## src/rtl/gpio_port_pkg.sv

```systemverilog
package gpio_port_pkg;
  localparam int ADDR_W = 5;

  localparam logic [ADDR_W-1:0] OFS_DIR  = 5'h00;
  localparam logic [ADDR_W-1:0] OFS_MASK = 5'h10;
  localparam logic [ADDR_W-1:0] OFS_PIN  = 5'h14;
  localparam logic [ADDR_W-1:0] OFS_SET  = 5'h18;
  localparam logic [ADDR_W-1:0] OFS_CLR  = 5'h1C;

  typedef struct packed {
    logic dir;
    logic mask;
    logic pin;
    logic set;
    logic clr;
  } reg_sel_t;

  function automatic reg_sel_t decode_ofs(logic [ADDR_W-1:0] a);
    reg_sel_t s;
    s.dir  = (a == OFS_DIR);
    s.mask = (a == OFS_MASK);
    s.pin  = (a == OFS_PIN);
    s.set  = (a == OFS_SET);
    s.clr  = (a == OFS_CLR);
    return s;
  endfunction
endpackage

```

## src/rtl/gpio_pin_sync.sv

```systemverilog
module gpio_pin_sync #(
  parameter int WIDTH  = 32,
  parameter int STAGES = 2
) (
  input  logic             clk,
  input  logic             rst_n,
  input  logic [WIDTH-1:0] raw_in,
  output logic [WIDTH-1:0] sync_out
);
  logic [STAGES-1:0][WIDTH-1:0] stage_q;

  always_ff @(posedge clk or negedge rst_n) begin
    if (!rst_n) begin
      stage_q <= '0;
    end else begin
      stage_q[0] <= raw_in;
      for (int i = 1; i < STAGES; i++) stage_q[i] <= stage_q[i-1];
    end
  end

  assign sync_out = stage_q[STAGES-1];

  generate
    if (STAGES == 2) begin : g_chk2
      logic [1:0] warm_q;
      always_ff @(posedge clk or negedge rst_n) begin
        if (!rst_n)             warm_q <= '0;
        else if (warm_q != 2'd2) warm_q <= warm_q + 2'd1;
      end
      assert_sync_latency_R10: assert property (@(posedge clk) disable iff (!rst_n)
        (warm_q == 2'd2) |-> (sync_out == $past(raw_in, 2)));
    end
  endgenerate
endmodule

```

## src/rtl/gpio_port_regs.sv

```systemverilog
module gpio_port_regs
  import gpio_port_pkg::*;
#(
  parameter int WIDTH = 32
) (
  input  logic             clk,
  input  logic             rst_n,
  input  logic             wr,
  input  reg_sel_t         sel,
  input  logic [WIDTH-1:0] wdata,
  output logic [WIDTH-1:0] dir_q,
  output logic [WIDTH-1:0] mask_q,
  output logic [WIDTH-1:0] latch_q
);
  logic [WIDTH-1:0] dir_d, mask_d, latch_d, open_bits;
  logic dir_en, mask_en, latch_en;

  assign open_bits = wdata & ~mask_q;
  assign dir_en    = wr & sel.dir;
  assign mask_en   = wr & sel.mask;
  assign latch_en  = wr & (sel.set | sel.clr | sel.pin);

  always_comb begin
    dir_d   = wdata;
    mask_d  = wdata;
    latch_d = latch_q;
    if (sel.set)      latch_d = latch_q | open_bits;
    else if (sel.clr) latch_d = latch_q & ~open_bits;
    else if (sel.pin) latch_d = (latch_q & mask_q) | open_bits;
  end

  always_ff @(posedge clk or negedge rst_n) begin
    if (!rst_n) begin
      dir_q   <= '0;
      mask_q  <= '0;
      latch_q <= '0;
    end else begin
      if (dir_en)   dir_q   <= dir_d;
      if (mask_en)  mask_q  <= mask_d;
      if (latch_en) latch_q <= latch_d;
    end
  end

  assert_mask_write_R3: assert property (@(posedge clk) disable iff (!rst_n)
    (wr && sel.mask) |=> (mask_q == $past(wdata)));
  assert_set_no_fall_R4: assert property (@(posedge clk) disable iff (!rst_n)
    (wr && sel.set) |=> (($past(latch_q) & ~latch_q) == '0));
  assert_clr_no_rise_R5: assert property (@(posedge clk) disable iff (!rst_n)
    (wr && sel.clr) |=> ((latch_q & ~$past(latch_q)) == '0));
  assert_masked_hold_R6: assert property (@(posedge clk) disable iff (!rst_n)
    (wr && (sel.set || sel.clr || sel.pin)) |=>
      (((latch_q ^ $past(latch_q)) & $past(mask_q)) == '0));
  assert_unmapped_write_R9: assert property (@(posedge clk) disable iff (!rst_n)
    (wr && (sel == '0)) |=> ($stable(dir_q) && $stable(mask_q) && $stable(latch_q)));
endmodule

```

## src/rtl/gpio_read_mux.sv

```systemverilog
module gpio_read_mux
  import gpio_port_pkg::*;
#(
  parameter int WIDTH = 32
) (
  input  logic [ADDR_W-1:0] addr,
  input  logic [WIDTH-1:0]  dir_q,
  input  logic [WIDTH-1:0]  mask_q,
  input  logic [WIDTH-1:0]  latch_q,
  input  logic [WIDTH-1:0]  pins_sync,
  output logic [WIDTH-1:0]  rdata
);
  always_comb begin
    rdata = '0;
    if (addr == OFS_DIR)       rdata = dir_q;
    else if (addr == OFS_MASK) rdata = mask_q;
    else if (addr == OFS_PIN)  rdata = pins_sync & ~mask_q;
    else if (addr == OFS_SET)  rdata = latch_q;
  end
endmodule

```

## src/rtl/masked_gpio_port.sv

```systemverilog
module masked_gpio_port
  import gpio_port_pkg::*;
#(
  parameter int WIDTH       = 32,
  parameter int SYNC_STAGES = 2
) (
  input  logic              clk,
  input  logic              rst_n,
  input  logic              bus_wr,
  input  logic [ADDR_W-1:0] bus_addr,
  input  logic [WIDTH-1:0]  bus_wdata,
  output logic [WIDTH-1:0]  bus_rdata,
  input  logic [WIDTH-1:0]  pin_in,
  output logic [WIDTH-1:0]  pin_out,
  output logic [WIDTH-1:0]  pin_oe
);
  logic rst_meta_q, rst_core_n;
  logic [WIDTH-1:0] dir_q, mask_q, latch_q, pins_sync;
  reg_sel_t sel;

  always_ff @(posedge clk or negedge rst_n) begin
    if (!rst_n) begin
      rst_meta_q <= 1'b0;
      rst_core_n <= 1'b0;
    end else begin
      rst_meta_q <= 1'b1;
      rst_core_n <= rst_meta_q;
    end
  end

  assign sel = decode_ofs(bus_addr);

  gpio_port_regs #(.WIDTH(WIDTH)) u_regs (
    .clk(clk), .rst_n(rst_core_n), .wr(bus_wr), .sel(sel), .wdata(bus_wdata),
    .dir_q(dir_q), .mask_q(mask_q), .latch_q(latch_q)
  );

  gpio_pin_sync #(.WIDTH(WIDTH), .STAGES(SYNC_STAGES)) u_sync (
    .clk(clk), .rst_n(rst_core_n), .raw_in(pin_in), .sync_out(pins_sync)
  );

  gpio_read_mux #(.WIDTH(WIDTH)) u_rmux (
    .addr(bus_addr), .dir_q(dir_q), .mask_q(mask_q), .latch_q(latch_q),
    .pins_sync(pins_sync), .rdata(bus_rdata)
  );

  assign pin_oe  = dir_q;
  assign pin_out = latch_q;

  assert_pin_read_masked_R7: assert property (@(posedge clk) disable iff (!rst_core_n)
    (bus_addr == OFS_PIN) |-> ((bus_rdata & mask_q) == '0));
  assert_clr_read_zero_R9: assert property (@(posedge clk) disable iff (!rst_core_n)
    (bus_addr == OFS_CLR) |-> (bus_rdata == '0));
  assert_out_follows_set_R11: assert property (@(posedge clk) disable iff (!rst_core_n)
    (bus_wr && sel.set) |=> ((pin_out & ($past(bus_wdata) & ~$past(mask_q))) ==
                             ($past(bus_wdata) & ~$past(mask_q))));
endmodule

```

## config.mk

```make
export PLATFORM = sky130hd
export DESIGN_NAME = masked_gpio_port
export DESIGN_NICKNAME = d
export VERILOG_FILES = /design/src/rtl/gpio_port_pkg.sv /design/src/rtl/gpio_pin_sync.sv /design/src/rtl/gpio_port_regs.sv /design/src/rtl/gpio_read_mux.sv /design/src/rtl/masked_gpio_port.sv
export SDC_FILE = /design/constraint.sdc
export NUM_CORES = 1
export LEC_CHECK = 0
export BUFFER_PORTS_ARGS = -buffer_cell sky130_fd_sc_hd__buf_2
export CAP_MARGIN = 20
export CORE_MARGIN = 2
export CORE_UTILIZATION = 53
export DETAILED_ROUTE_END_ITERATION = 8
export PLACE_DENSITY = 0.79
export REMOVE_ABC_BUFFERS = 1
export SYNTH_ARGS = -nofsm -noshare
export SYNTH_HDL_FRONTEND = slang
export SYNTH_SLANG_ARGS = --single-unit
```

## constraint.sdc

```tcl
create_clock -name clk -period 5.3 [get_ports clk]
set_input_delay 1.06 -clock clk [delete_from_list [all_inputs] [get_ports clk]]
set_output_delay 1.06 -clock clk [all_outputs]
set_load 0.02 [all_outputs]
```

# After elaboration in Yosys (flattened, before gate mapping)
# Cells that the tools add are included.
# W data, S select, Z words.
# word_totals
ff_bits,162
input_bits,72
output_inout_bits,96
elab_cells,34
# classes
eq_ne,4
mux,7
n_bitwise,13
n_reduce_logical,3
# op_table
op,n
$mux W32,7
$and A32 B32 Y32,4
$not A32 Y32,2
$or A32 B32 Y32,2
$eq A5 B5 Y1 const B,4
$logic_not A5 Y1,1
$and A1 B1 Y1,3
$reduce_bool A3 Y1,1
$or A1 B1 Y1,2
$reduce_and A2 Y1,1

# Depth between registers and ports, before layout
# logic_depth
ltp_word,6
ltp_mapped,7
depth_no_buf,4

# Modules after synthesis
# From an unflattened synthesis, not the netlist that was laid out.
# hier_totals
cells_unflattened,589
hier_area_um2,7260.7
# modules_own_cells
module,n_inst,cells_per_inst,area_per_inst_um2,seq_area_each_um2
gpio_port_regs,1,277,4127.7,2402.3
gpio_pin_sync,1,96,1841.8,1601.5
gpio_read_mux,1,204,1182.4,0.0
masked_gpio_port,1,12,108.9,50.0

# Least setup slack after synthesis
# No wires, ideal clock.
# synth_path
path_type,input to output
start,input port bus_addr[2]
end,output port bus_rdata[15]
arrival_ps,2399
required_ps,4240
path_slack_ps,1841
path_stages,6
n_path_buf,3
path_cell_list,buf_2 > nor4_4 > and2b_1 > buf_4 > clkbuf_1 > a221o_1
# synth_via
elab_chain_cells,5
word_cells_on_any_way,8
classes_between,eq/ne: 3; mux: 4; reduce/logical: 1
# synth_rtl
item,line_no,text
start: declaration,masked_gpio_port.sv:10,"input logic [ADDR_W-1:0] bus_addr,"
$eq A5 B5 Y1,gpio_read_mux.sv:18,else if (addr == OFS_SET) rdata = latch_q;
$mux W32,gpio_read_mux.sv:18,
$mux W32,gpio_read_mux.sv:17,else if (addr == OFS_PIN) rdata = pins_sync & ~mask_q;
$mux W32,gpio_read_mux.sv:16,else if (addr == OFS_MASK) rdata = mask_q;
$mux W32 (*),gpio_read_mux.sv:15,if (addr == OFS_DIR) rdata = dir_q;
end: declaration,masked_gpio_port.sv:12,"output logic [WIDTH-1:0] bus_rdata,"
# Mark *: on every way between the ends. The rest lies on a longest branch, timed or not.

# Worst setup path in the final report
# layout_path
start,input port bus_addr[1]
end,output port bus_rdata[15]
# The elaborated chain is that of the path after synthesis.

==> results.sh <==
export IMPL_antenna_found_initial=1
export IMPL_first_pass_iters=5
export IMPL_drt_vias_per_instance=5.70
export IMPL_finalMaxSlewViolations=0
export IMPL_p_sw_frac=0.288
export IMPL_dieHeight_um=118
export IMPL_ios=168
export IMPL_syn_avg_cell_area_um2=12.6
export IMPL_syn2layout_area_growth_pct=22.0
export IMPL_final_nets=776
export IMPL_grt_overflow_total=0
export IMPL_period_share=0.760
export IMPL_rows=41
export IMPL_min_period_ps=4030
export IMPL_p_clk_frac=0.345
export IMPL_ys_types=29
export IMPL_die_area_mm2=0.0140
export IMPL_power_frac_comb=0.190
export IMPL_report_final_hold_viol_count=0
export IMPL_setup_tns_ps=0
export IMPL_setup_viol=0
export IMPL_p_seq_frac=0.465
export IMPL_clock_latency_ps=420
export IMPL_dpl_instance_area_mm2=0.00789
export IMPL_post_cts_buffers=0
export IMPL_drc=0
export IMPL_worst_slew_pin_slew_ps=914
export IMPL_critical_path_arrival_ps=2970
export IMPL_cts_buffer_depth=2
export IMPL_io_buffer_count=167
export IMPL_netlist_instances=547
export IMPL_fin_skew_ps=9.43
export IMPL_critPathKind="in2out"
export IMPL_cts_resized=0
export IMPL_cap_viol_max_count=0
export IMPL_root_buffer="clkbuf_16"
export IMPL_start_util=0.546
export IMPL_n_antenna_cell=0
export IMPL_final_cells=889
export IMPL_grt_pass1_wl_um=27800
export IMPL_max_freq_mhz=248
export IMPL_grt_start_max_net_pins=72
export IMPL_vias=5063
export IMPL_drive_gt1_frac=0.420
export IMPL_wirelength_um=17100
export IMPL_grtUsageTotal=0.255
export IMPL_seq_area_frac_synth=0.586
export IMPL_grt_setup_unrepaired="no"
export IMPL_ys_ff_latch=162
export IMPL_gp_congestion=0.811
export IMPL_path_clk_slew_ps=50
export IMPL_status="completed"
export IMPL_htreeDepth=4
export IMPL_final_area_mm2=0.00844
export IMPL_ant_nets=0
export IMPL_numCtsBuffers=17
export IMPL_intPower_mw=2.40
export IMPL_syn_cell_area_mm2=0.00692
export IMPL_p_leak_nw=4.15
export IMPL_grt_pass1_vias=5388
export IMPL_cts_tree="yes"
export IMPL_dieWidth_um=118
export IMPL_ir_drop_uv=224
export IMPL_critPathLaunchType="primary input"
export IMPL_hold_class="reg2reg"
export IMPL_relSlewSlack=0.390
export IMPL_dp_hpwl_um=10900
export IMPL_postCtsHoldBufs=0
export IMPL_dp_cells=857
export IMPL_worstSetupEndpointType="output port"
export IMPL_ys_warn_count=0
export IMPL_worst_ep_required_time_ps=4240
export IMPL_cts_num_sinks=162
export IMPL_drtIter0Drc=482
export IMPL_crit_fanout=17
export IMPL_p_sw_mw=0.973
export IMPL_core_area_mm2=0.0127
export IMPL_powerDensity_mw_per_mm2=400
export IMPL_filler_cell_count=929
export IMPL_wl_per_cell_um=19.3
-- stage by stage --
stage                     utilization  hold WS, ps  setup WS (ps)  total power, mW
after global routing            0.666          351           1170             3.52
after detailed placement        0.622          335           1320             2.23
after CTS                       0.666          348           1310             3.39
after floorplan                     -          331            452             1.97
final                           0.666          347           1270             3.37
after global placement          0.622          331           1360             2.19
-- path summary, 6_finish.rpt --
kind / from / to / slack, ps / cells after the start
min in group asynchronous: rst_n / rst_core_n / 410 / 1
worst max register to register: rst_core_n / u_regs.mask_q[12] / 3430 / 1
worst min register to register: u_sync.stage_q[0] / u_sync.sync_out[0] / 350 / 0
worst max-delay path: bus_addr[1] / bus_rdata[15] / 1270 / 6
max in group asynchronous: rst_core_n / u_regs.mask_q[12] / 3430 / 1
worst min-delay path: u_sync.stage_q[0] / u_sync.sync_out[0] / 350 / 0
-- routing by layer --
layer	global-route usage	vias to the layer above	share of wire
met4	0.105	2	0.022
met5	0	-	0.00076
met2	0.435	195	0.51
met3	0.0555	34	0.055
met1	0.315	2550	0.42
li1	-	2282	-
-- power groups by stage --
stage	Sequential [mW]	Clock [mW]	Combinational (mW)
after floorplan	1.69	0	0.281
after global routing	1.59	1.24	0.686
after detailed placement	1.59	0	0.640
after global placement	1.57	0	0.620
after CTS	1.57	1.18	0.645
final	1.57	1.16	0.642
-- worst max-delay path, cell delays in order --
cell	delay, ps
buf_2	140
nor4_4	440
and2b_1	690
buf_12	260
a221o_1	190
buf_2	170
-- area by class of cell --
cell class / instances / area, um2 / share of cell area
Sequential cell: 162 / 4060 / 0.481
Inverter: 32 / 120 / 0.0142
Clock inverter: 11 / 114 / 0.0135
Timing Repair Buffer: 176 / 916 / 0.109
Multi-Input combinational cell: 315 / 2580 / 0.305
Tap cell: 172 / 215 / 0.0255
Clock buffer: 21 / 440 / 0.0522
-- cell usage after synthesis, drive strengths merged --
| library cell | n | area share |
|---|---|---|
| a32o | 37 | 0.054 |
| nor2b | 1 | 0.00090 |
| nand4bb | 1 | 0.0016 |
| conb | 1 | 0.00054 |
| and2b | 1 | 0.0011 |
| nor4 | 1 | 0.0031 |
| buf | 20 | 0.018 |
| nand3 | 3 | 0.0022 |
| nor3 | 32 | 0.023 |
| clkbuf | 18 | 0.0098 |
| nand2b | 7 | 0.0063 |
| o21ai | 32 | 0.023 |
| nand2 | 40 | 0.023 |
| mux2 | 90 | 0.16 |
| a22oi | 6 | 0.0065 |
| nor3b | 1 | 0.0027 |
| dfrtp | 162 | 0.59 |
| inv | 32 | 0.017 |
| nor2 | 34 | 0.019 |
| or2 | 1 | 0.00090 |
| o311ai | 1 | 0.0013 |
| a221o | 26 | 0.038 |
-- cell families after synthesis --
logic type,count (synthesis),share of synthesized area
AOI/OAI and AO/OA,102,0.122
buffers and inverters,70,0.0452
DFF,162,0.586
muxes,90,0.163
other,1,0.000542
and+or+nand+nor,122,0.0835
-- placed cells by master, fill, tap and decap left out --
cell and instances:
a221o_1 26, a22oi_1 6, a32o_1 37, and2b_1 1
buf_12 1, buf_2 167, buf_4 8, bufinv_16 2
clkbuf_1 4, clkbuf_16 17, clkinv_2 6, clkinv_4 1
clkinvlp_4 2, conb_1 1, dfrtp_1 161, dfrtp_4 1
inv_1 32, mux2_1 3, mux2_2 57, mux2_4 30
nand2_1 39, nand2_4 1, nand2b_1 7, nand3_1 2
nand3_2 1, nand4bb_2 1, nor2_1 32, nor2_2 1
nor2_4 1, nor2b_4 1, nor3_1 32, nor3b_4 1
nor4_4 1, o21ai_0 32, o311ai_0 1, or2_2 1
Note: power is estimated with default switching activity, not from simulation.
